--- src/rtl/bitlane_pkg.sv ---
package bitlane_pkg;
  localparam int ADDR_W = 32;
  localparam int DATA_W = 32;
  localparam int BIT_W  = $clog2(DATA_W);

  typedef enum logic [2:0] {
    ST_IDLE,
    ST_PASS,
    ST_ALIAS_RD,
    ST_RMW_RD,
    ST_RMW_WR,
    ST_RESP
  } bl_state_e;
endpackage

--- src/rtl/bitlane_decode.sv ---
module bitlane_decode
  import bitlane_pkg::*;
#(
  parameter int                          NUM_WIN     = 2,
  parameter int                          BAND_OFF_W  = 20,
  parameter logic [NUM_WIN-1:0][ADDR_W-1:0] ALIAS_BASES = {32'h4200_0000, 32'h2200_0000},
  parameter logic [ADDR_W-1:0]           BAND_GAP    = 32'h0200_0000
) (
  input  logic [ADDR_W-1:2] addr_w,
  output logic              hit,
  output logic [ADDR_W-1:0] word_addr,
  output logic [BIT_W-1:0]  bit_pos
);
  // alias span: band offset bits plus 3 bit-number bits plus 2 ignored bits
  localparam int SPAN_W = BAND_OFF_W + 5;

  logic [NUM_WIN-1:0] win_hit;
  logic [ADDR_W-1:0]  band_base;

  for (genvar g = 0; g < NUM_WIN; g++) begin : g_win
    assign win_hit[g] = (addr_w[ADDR_W-1:SPAN_W] == ALIAS_BASES[g][ADDR_W-1:SPAN_W]);
  end

  always_comb begin
    band_base = '0;
    for (int i = 0; i < NUM_WIN; i++) begin
      if (win_hit[i]) band_base = ALIAS_BASES[i] - BAND_GAP;
    end
  end

  assign hit       = |win_hit;
  // backing regions are assumed aligned to their size, so OR acts as add
  assign word_addr = band_base | {{(ADDR_W-BAND_OFF_W){1'b0}}, addr_w[SPAN_W-1:7], 2'b00};
  assign bit_pos   = addr_w[6:2];
endmodule

--- src/rtl/bitlane_merge.sv ---
module bitlane_merge
  import bitlane_pkg::*;
(
  input  logic [DATA_W-1:0] word,
  input  logic [BIT_W-1:0]  bit_pos,
  input  logic              new_bit,
  output logic [DATA_W-1:0] picked,
  output logic [DATA_W-1:0] merged
);
  logic [DATA_W-1:0] sel_mask;

  assign sel_mask = {{(DATA_W-1){1'b0}}, 1'b1} << bit_pos;
  assign picked   = {{(DATA_W-1){1'b0}}, |(word & sel_mask)};
  assign merged   = (word & ~sel_mask) | (new_bit ? sel_mask : '0);
endmodule

--- src/rtl/bitlane_bridge.sv ---
module bitlane_bridge
  import bitlane_pkg::*;
#(
  parameter int                             NUM_WIN     = 2,
  parameter int                             BAND_OFF_W  = 20,
  parameter logic [NUM_WIN-1:0][ADDR_W-1:0] ALIAS_BASES = {32'h4200_0000, 32'h2200_0000},
  parameter logic [ADDR_W-1:0]              BAND_GAP    = 32'h0200_0000
) (
  input  logic              clk,
  input  logic              rst_n,
  input  logic              m_valid,
  output logic              m_ready,
  input  logic [ADDR_W-1:0] m_addr,
  input  logic              m_write,
  input  logic [DATA_W-1:0] m_wdata,
  output logic [DATA_W-1:0] m_rdata,
  output logic              s_valid,
  input  logic              s_ready,
  output logic [ADDR_W-1:0] s_addr,
  output logic              s_write,
  output logic [DATA_W-1:0] s_wdata,
  input  logic [DATA_W-1:0] s_rdata
);
  bl_state_e         state;
  logic [ADDR_W-1:0] req_addr;
  logic              req_write;
  logic [DATA_W-1:0] req_wdata;
  logic [DATA_W-1:0] resp_q;
  logic [DATA_W-1:0] rmw_word;

  logic [ADDR_W-1:2] dec_in;
  logic              dec_hit;
  logic [ADDR_W-1:0] dec_word;
  logic [BIT_W-1:0]  dec_bit;
  logic [DATA_W-1:0] mg_picked;
  logic [DATA_W-1:0] mg_merged;
  logic              s_done;

  // decode the live request while idle, the held one afterwards
  assign dec_in = (state == ST_IDLE) ? m_addr[ADDR_W-1:2] : req_addr[ADDR_W-1:2];

  bitlane_decode #(
    .NUM_WIN(NUM_WIN), .BAND_OFF_W(BAND_OFF_W),
    .ALIAS_BASES(ALIAS_BASES), .BAND_GAP(BAND_GAP)
  ) u_decode (
    .addr_w(dec_in), .hit(dec_hit), .word_addr(dec_word), .bit_pos(dec_bit)
  );

  bitlane_merge u_merge (
    .word(s_rdata), .bit_pos(dec_bit), .new_bit(req_wdata[0]),
    .picked(mg_picked), .merged(mg_merged)
  );

  assign s_valid = (state == ST_PASS) || (state == ST_ALIAS_RD) ||
                   (state == ST_RMW_RD) || (state == ST_RMW_WR);
  assign s_done  = s_valid && s_ready;
  assign s_addr  = (state == ST_PASS) ? req_addr : dec_word;
  assign s_write = (state == ST_PASS) ? req_write : (state == ST_RMW_WR);
  assign s_wdata = (state == ST_PASS) ? req_wdata : rmw_word;
  assign m_ready = (state == ST_RESP);
  assign m_rdata = resp_q;

  always_ff @(posedge clk) begin
    if (!rst_n) begin
      state     <= ST_IDLE;
      req_addr  <= '0;
      req_write <= 1'b0;
      req_wdata <= '0;
      resp_q    <= '0;
      rmw_word  <= '0;
    end else begin
      unique case (state)
        ST_IDLE: if (m_valid) begin
          req_addr  <= m_addr;
          req_write <= m_write;
          req_wdata <= m_wdata;
          if (!dec_hit)     state <= ST_PASS;
          else if (m_write) state <= ST_RMW_RD;
          else              state <= ST_ALIAS_RD;
        end
        ST_PASS: if (s_done) begin
          resp_q <= req_write ? '0 : s_rdata;
          state  <= ST_RESP;
        end
        ST_ALIAS_RD: if (s_done) begin
          resp_q <= mg_picked;
          state  <= ST_RESP;
        end
        ST_RMW_RD: if (s_done) begin
          rmw_word <= mg_merged;
          state    <= ST_RMW_WR;
        end
        ST_RMW_WR: if (s_done) begin
          resp_q <= '0;
          state  <= ST_RESP;
        end
        ST_RESP: state <= ST_IDLE;
        default: state <= ST_IDLE;
      endcase
    end
  end
endmodule

--- config.mk ---
export PLATFORM = sky130hd
export DESIGN_NAME = bitlane_bridge
export DESIGN_NICKNAME = d
export VERILOG_FILES = /design/src/rtl/bitlane_pkg.sv /design/src/rtl/bitlane_decode.sv /design/src/rtl/bitlane_merge.sv /design/src/rtl/bitlane_bridge.sv
export SDC_FILE = /design/constraint.sdc
export NUM_CORES = 1
export LEC_CHECK = 0
export BUFFER_PORTS_ARGS = -buffer_cell sky130_fd_sc_hd__buf_2
export CAP_MARGIN = 5
export CORE_MARGIN = 10
export CORE_UTILIZATION = 59
export CTS_BUF_LIST = sky130_fd_sc_hd__clkbuf_8
export CTS_CLUSTER_SIZE = 28
export DETAILED_ROUTE_END_ITERATION = 16
export GPL_ROUTABILITY_DRIVEN = 0
export PLACE_DENSITY = 0.88
export SKIP_CTS_REPAIR_TIMING = 1
export SLEW_MARGIN = 20
export SYNTH_ARGS = -nofsm -noshare
export SYNTH_HDL_FRONTEND = slang
export SYNTH_SLANG_ARGS = --single-unit
--- constraint.sdc ---
create_clock -name clk -period 7.2 [get_ports clk]
set_input_delay 1.8 -clock clk [delete_from_list [all_inputs] [get_ports clk]]
set_output_delay 1.8 -clock clk [all_outputs]
set_load 0.1 [all_outputs]
# After elaboration in Yosys (flattened, before gate mapping)
# Index checks and enable logic that the tools add are counted.
# totals
reg_bits,132
inputBits,101
output_inout_bits,99
# classes
n_eq_ne,13
shifts,1
mux,18
bitwise,5
n_reduce_logical,13
# ops
operator,count
32-bit two-way mux,7
32-bit case mux with 3 select lines,1
32-bit bitwise AND,2
30-bit two-way mux,2
32-bit inverter,1
32-bit OR,1
32-bit OR reduction,1
"1-bit by 5-bit left shift with 32-bit output, first input constant",1
31-bit two-way mux,1
31-bit by 20-bit OR with 31-bit output,1
"2-bit != test, second input constant",5
3-bit two-way mux,3
3-bit case mux with 3 select lines,1
"7-bit by 5-bit == test with 1-bit output, second input constant",1
"7-bit by 6-bit == test with 1-bit output, second input constant",1
"3-bit by 2-bit == test with 1-bit output, second input constant",2
"3-bit == test, second input constant",2
2-bit AND reduction,2
4-bit AND reduction,1
"3-bit by 1-bit == test with 1-bit output, second input constant",1
3-bit zero test,1
1-bit logical OR,3
3-bit AND reduction,1
3-bit nonzero test,1
other kinds (6),7

# Depth between registers and ports, before layout
# depth
ltp_word,7
mapped_depth,10

# By module
# A second synthesis with hierarchy kept.
# hier_totals
hier_cells,933
area_unflattened_um2,7863.8
# by_module_without_submodules
module,n_inst,cells_per_inst,area_each_um2
bitlane_bridge,1,720,6302.3
bitlane_merge,1,171,1243.7
bitlane_decode,1,42,317.8

# Worst setup path before layout
# No wires, ideal clock.
# synth_path
path_type,in2out
from,input port m_addr[15]
to,output port s_addr[10]
t_arrival_ns,3.963
path_slack_ns,1.437
path_stages,2
path_buffers,0
cell_sequence,mux2i_1 -> o21ai_0
# synth_between
elab_chain_len,3
# synth_rtl
item,line_no,text
from (decl),bitlane_bridge.sv:13,"input logic [ADDR_W-1:0] m_addr,"
30-bit two-way mux,bitlane_bridge.sv:40,assign dec_in = (state == ST_IDLE) ? m_addr[ADDR_W-1:2] : req_addr[ADDR_W-1:2];
31-bit by 20-bit OR with 31-bit output,bitlane_decode.sv:33,"assign word_addr = band_base | {{(ADDR_W-BAND_OFF_W){1'b0}}, addr_w[SPAN_W-1:7], 2'b00};"
32-bit two-way mux,bitlane_bridge.sv:57,assign s_addr = (state == ST_PASS) ? req_addr : dec_word;
to (decl),bitlane_bridge.sv:19,"output logic [ADDR_W-1:0] s_addr,"
# Every way passes these cells.

# Worst setup path after layout
# layout_path
from,register state[0]
to,output port s_wdata[25]
# layout_between
elab_chain_len,2
# layout_rtl
item,line_no,text
from (decl),bitlane_bridge.sv:24,bl_state_e state;
from (signal assigned),bitlane_bridge.sv:65,state <= ST_IDLE;
from (signal assigned),bitlane_bridge.sv:77,if (!dec_hit) state <= ST_PASS;
from (signal assigned),bitlane_bridge.sv:78,else if (m_write) state <= ST_RMW_RD;
3-bit by 1-bit == test with 1-bit output,bitlane_bridge.sv:59,assign s_wdata = (state == ST_PASS) ? req_wdata : rmw_word;
32-bit two-way mux,bitlane_bridge.sv:59,
to (decl),bitlane_bridge.sv:21,"output logic [DATA_W-1:0] s_wdata,"
# Every way passes these cells.

==> flow_summary.html <==
<table>
<tr><th>Metric</th><th>Value</th></tr>
<tr><th colspan="2">Global routing</th></tr>
<tr><td>Via count of the first global-routing pass</td><td>7089</td></tr>
<tr><td>All-layer global routing usage</td><td>0.251</td></tr>
<tr><td>Largest net degree at the start of global routing</td><td>134</td></tr>
<tr><td>Wire length of the first global-routing pass</td><td>36.5 mm</td></tr>
<tr><td>Number of antenna violations at the first check in global routing</td><td>0</td></tr>
<tr><td>Residual overflow from global routing</td><td>0</td></tr>
<tr><th colspan="2">Clocking</th></tr>
<tr><td>Clock root buffer</td><td>clkbuf_8</td></tr>
<tr><td>Number of buffers created by CTS</td><td>17</td></tr>
<tr><td>Clock insertion delay at the later pin of the skew report</td><td>0.45 ns</td></tr>
<tr><td>Clock buffer depth</td><td>2</td></tr>
<tr><td>TritonCTS clock tree</td><td>yes</td></tr>
<tr><td>Clock input transition at the sequential cells of the worst setup and hold paths</td><td>0.08 ns</td></tr>
<tr><td>Number of clock sinks</td><td>132</td></tr>
<tr><td>Number of H-tree levels</td><td>4</td></tr>
<tr><th colspan="2">Logic synthesis</th></tr>
<tr><td>Top cells by area, synth</td><td>dfxtp_1, nand2_1, a21boi_0</td></tr>
<tr><td>Share of synthesized area occupied by flip-flops and latches</td><td>0.359</td></tr>
<tr><td>Most used flip-flop cell after synthesis</td><td>dfxtp_1</td></tr>
<tr><td>Post-synth ARST share</td><td>0</td></tr>
<tr><td>FF+latch count, synth</td><td>132</td></tr>
<tr><td>Yosys top cell by area</td><td>dfxtp_1</td></tr>
<tr><td>Number of synthesized flops with an enable pin</td><td>0</td></tr>
<tr><td>Fraction of post-synthesis cell area in the top cell type by area</td><td>0.359</td></tr>
<tr><td>Cells after Synth</td><td>936</td></tr>
<tr><td>Number of synthesis warnings</td><td>0</td></tr>
<tr><td>Count of cell types in the netlist</td><td>55</td></tr>
<tr><td>Synth top cells by count</td><td>nand2_1, dfxtp_1, a21boi_0</td></tr>
<tr><td>Most used standard cell by instance count after synthesis</td><td>nand2_1</td></tr>
<tr><td>Synthesized area</td><td>7360 um2</td></tr>
<tr><td>Mapped Nets</td><td>1037</td></tr>
<tr><td>Mean cell area of the mapped netlist</td><td>7.87 um2</td></tr>
<tr><th colspan="2">Die</th></tr>
<tr><td>X dimension of the die</td><td>132 um</td></tr>
<tr><td>Std cell rows</td><td>40</td></tr>
<tr><td>IO Count</td><td>200</td></tr>
<tr><td>Vert. Die Dim</td><td>132 um</td></tr>
<tr><td>Core outline area</td><td>12100 um2</td></tr>
<tr><td>DIE AREA</td><td>17300 um2</td></tr>
<tr><td>Effective utilization at floorplan</td><td>0.608</td></tr>
<tr><th colspan="2">Drt</th></tr>
<tr><td>Drt total wl</td><td>23.0 mm</td></tr>
<tr><td>Number of vias per cell</td><td>5.90</td></tr>
<tr><td>Wirelength per Cell</td><td>18.3 um</td></tr>
<tr><td>Post-detailed-route count of antenna-violating nets</td><td>0</td></tr>
<tr><td>Vias post-DR</td><td>7431</td></tr>
<tr><td>DRC</td><td>0</td></tr>
<tr><td>Detailed-routing iteration count for the pre-antenna-repair pass</td><td>8</td></tr>
<tr><td>DRT iter0 DRCs</td><td>1011</td></tr>
<tr><th colspan="2">Worst setup path</th></tr>
<tr><td>CP arrival</td><td>3.41 ns</td></tr>
<tr><td>WP buf/inv</td><td>2</td></tr>
<tr><td>Critical-path cell with the highest stage delay</td><td>nor2b_4</td></tr>
<tr><td>Max FO, Critical Path</td><td>53</td></tr>
<tr><td>Required time of the worst setup path</td><td>5.40 ns</td></tr>
<tr><td>Crit path launch type</td><td>register</td></tr>
<tr><td>Delay contributed by the slowest stage of the critical path</td><td>0.82 ns</td></tr>
<tr><td>Endpoint kind of the worst setup timing path</td><td>output port</td></tr>
<tr><td>Kind of cell adding the most delay to the critical path</td><td>simple AND/OR/NAND/NOR gates</td></tr>
<tr><td>Type of the worst setup path</td><td>reg -&gt; out</td></tr>
<tr><td>CP cell instances</td><td>nor2b_1 -&gt; nor2b_4 -&gt; buf_4 -&gt; mux2_2 -&gt; buf_2</td></tr>
<tr><th colspan="2">Pwr</th></tr>
<tr><td>Peak VDD IR</td><td>0.191 mV</td></tr>
<tr><td>Leakage component of the power</td><td>4.09 nW</td></tr>
<tr><td>Power per cell area</td><td>329 nW/um2</td></tr>
<tr><td>Switching power total</td><td>1.44 mW</td></tr>
<tr><td>Switching fraction of total power</td><td>0.503</td></tr>
<tr><td>Internal power contribution</td><td>1.42 mW</td></tr>
<tr><td>Comb pwr share</td><td>0.477</td></tr>
<tr><td>Share of total power in the clock network</td><td>0.212</td></tr>
<tr><td>Sequential fraction of design power</td><td>0.312</td></tr>
<tr><th colspan="2">Timing</th></tr>
<tr><td>Tightest Pin Transition</td><td>1.08 ns</td></tr>
<tr><td>Hold_ws</td><td>0.459 ns</td></tr>
<tr><td>Tcrit/Tclk final</td><td>0.724</td></tr>
<tr><td>Final period demand of the worst path</td><td>5.21 ns</td></tr>
<tr><td>Max-slew violation count</td><td>0</td></tr>
<tr><td>Unrepaired setup endpoints after global routing</td><td>false</td></tr>
<tr><td>Remaining max-slew budget at the tightest pin</td><td>0.275</td></tr>
<tr><td>Final-report hold violation count</td><td>0</td></tr>
<tr><td>Fmax</td><td>0.192 GHz</td></tr>
<tr><td>Setup TNS after final layout</td><td>0 ns</td></tr>
<tr><td>Finish-stage setup viols</td><td>0</td></tr>
<tr><td>Largest clock skew in the final design</td><td>0.0127 ns</td></tr>
<tr><th colspan="2">Min path</th></tr>
<tr><td>Worst hold path type</td><td>reg -&gt; reg</td></tr>
<tr><th colspan="2">Run</th></tr>
<tr><td>Max_cap viols</td><td>0</td></tr>
<tr><th colspan="2">Finish</th></tr>
<tr><td>Relative area change from synthesis to final layout</td><td>18.2%</td></tr>
<tr><td>Net count of the finished layout</td><td>1181</td></tr>
<tr><td>Share of cells above drive strength 1</td><td>0.257</td></tr>
<tr><td>Final design area excluding fillers</td><td>8710 um2</td></tr>
<tr><td># diodes</td><td>0</td></tr>
<tr><td>Layout Cells excl Fill</td><td>1260</td></tr>
<tr><th colspan="2">Status</th></tr>
<tr><td>Result of the run</td><td>finished, final reports clean</td></tr>
<tr><th colspan="2">Placement</th></tr>
<tr><td>Post-placement cell count</td><td>1229</td></tr>
<tr><td>Placed wire-length estimate</td><td>16.3 mm</td></tr>
<tr><td>Dpl cell area</td><td>8320 um2</td></tr>
<tr><td>Count of buffers from port buffering</td><td>199</td></tr>
</table>
-- final cells by class --
| cell class | instances | area (um2) |
|---|---|---|
| Tap cell | 168 | 210 |
| Timing Repair Buffer | 207 | 1060 |
| Fill cell | 1031 | 3410 |
| Sequential cell | 132 | 2640 |
| Inverter | 6 | 22.5 |
| Clock inverter | 12 | 118 |
| Multi-Input combinational cell | 716 | 4390 |
| Clock buffer | 19 | 262 |
-- sequential cells by signal, indices dropped and copies added (netlist names) --
register,count
req_addr,32
req_wdata,32
state,3
m_rdata,32
req_write,1
rmw_word,32
-- path summary, 6_finish.rpt --
kind                           startpoint                 endpoint  slack, ns  cells after the start
setup / recovery    state[0]$_SDFFE_PN0P_              s_wdata[25]       1.99                      5
hold / removal    m_rdata[5]$_SDFFE_PN0P_  m_rdata[5]$_SDFFE_PN0P_       0.46                      2
setup reg to reg    state[2]$_SDFFE_PN0P_  m_rdata[0]$_SDFFE_PN0P_       3.89                      7
hold reg to reg   m_rdata[5]$_SDFFE_PN0P_  m_rdata[5]$_SDFFE_PN0P_       0.46                      2
-- power by group through the flow --
stage	clock network (mW)	logic (mW)	registers, mW
after floorplan	0	0.964	1.05
after global placement	0	1.34	0.904
after detailed placement	0	1.35	0.905
after CTS	0.608	1.35	0.889
after global routing	0.646	1.43	0.904
final	0.606	1.36	0.893
-- cells by family (layout without fill, tap and decap cells) --
group           Yosys count  after routing  synth area share
compound gates          234            234             0.234
xor+xnor                  4              4           0.00476
buf+inv                  88            244            0.0479
flops                   132            132             0.359
mux                      76             76             0.110
simple gates            402            402             0.245
-- per-stage QoR --
stage                     total power [mW]  utilization  worst slack (ns)
after floorplan                       2.01            -              1.44
after global placement                2.24        0.687              2.42
after detailed placement              2.26        0.687              2.29
after CTS                             2.85        0.718              2.04
after global routing                  2.98        0.719              1.80
final                                 2.86        0.719              1.99
-- tightest hold or removal path: cells and delay by family (launching register included) --
family | cells | cell delay, ns
flip-flops | 1 | 0.31
AO/OA/AOI/OAI | 1 | 0.06
AND/OR/NAND/NOR | 1 | 0.05
-- metal layers --
| metal | vias up | part of all wire | global-route usage |
|---|---|---|---|
| met4 | 0 | 0.025 | 0.0797 |
| met2 | 384 | 0.46 | 0.395 |
| met3 | 59 | 0.10 | 0.0938 |
| met5 | - | 0 | 0 |
| met1 | 3421 | 0.41 | 0.312 |
| li1 | 3567 | - | - |
-- cells in the final DEF, fill, tap and decap left out, drive strengths merged, types with 10 or more instances in the layout --
cell and count:
dfxtp 132, mux2 35, o211ai 10, o211a 32, nand2 249, nor2 27, buf 207, a21oi 15
mux2i 41, nand3 46, nor3 12, and2 15, inv 10, a21boi 97, clkbuf 19, o21ai 41
Power figures use the tool's default switching activity.
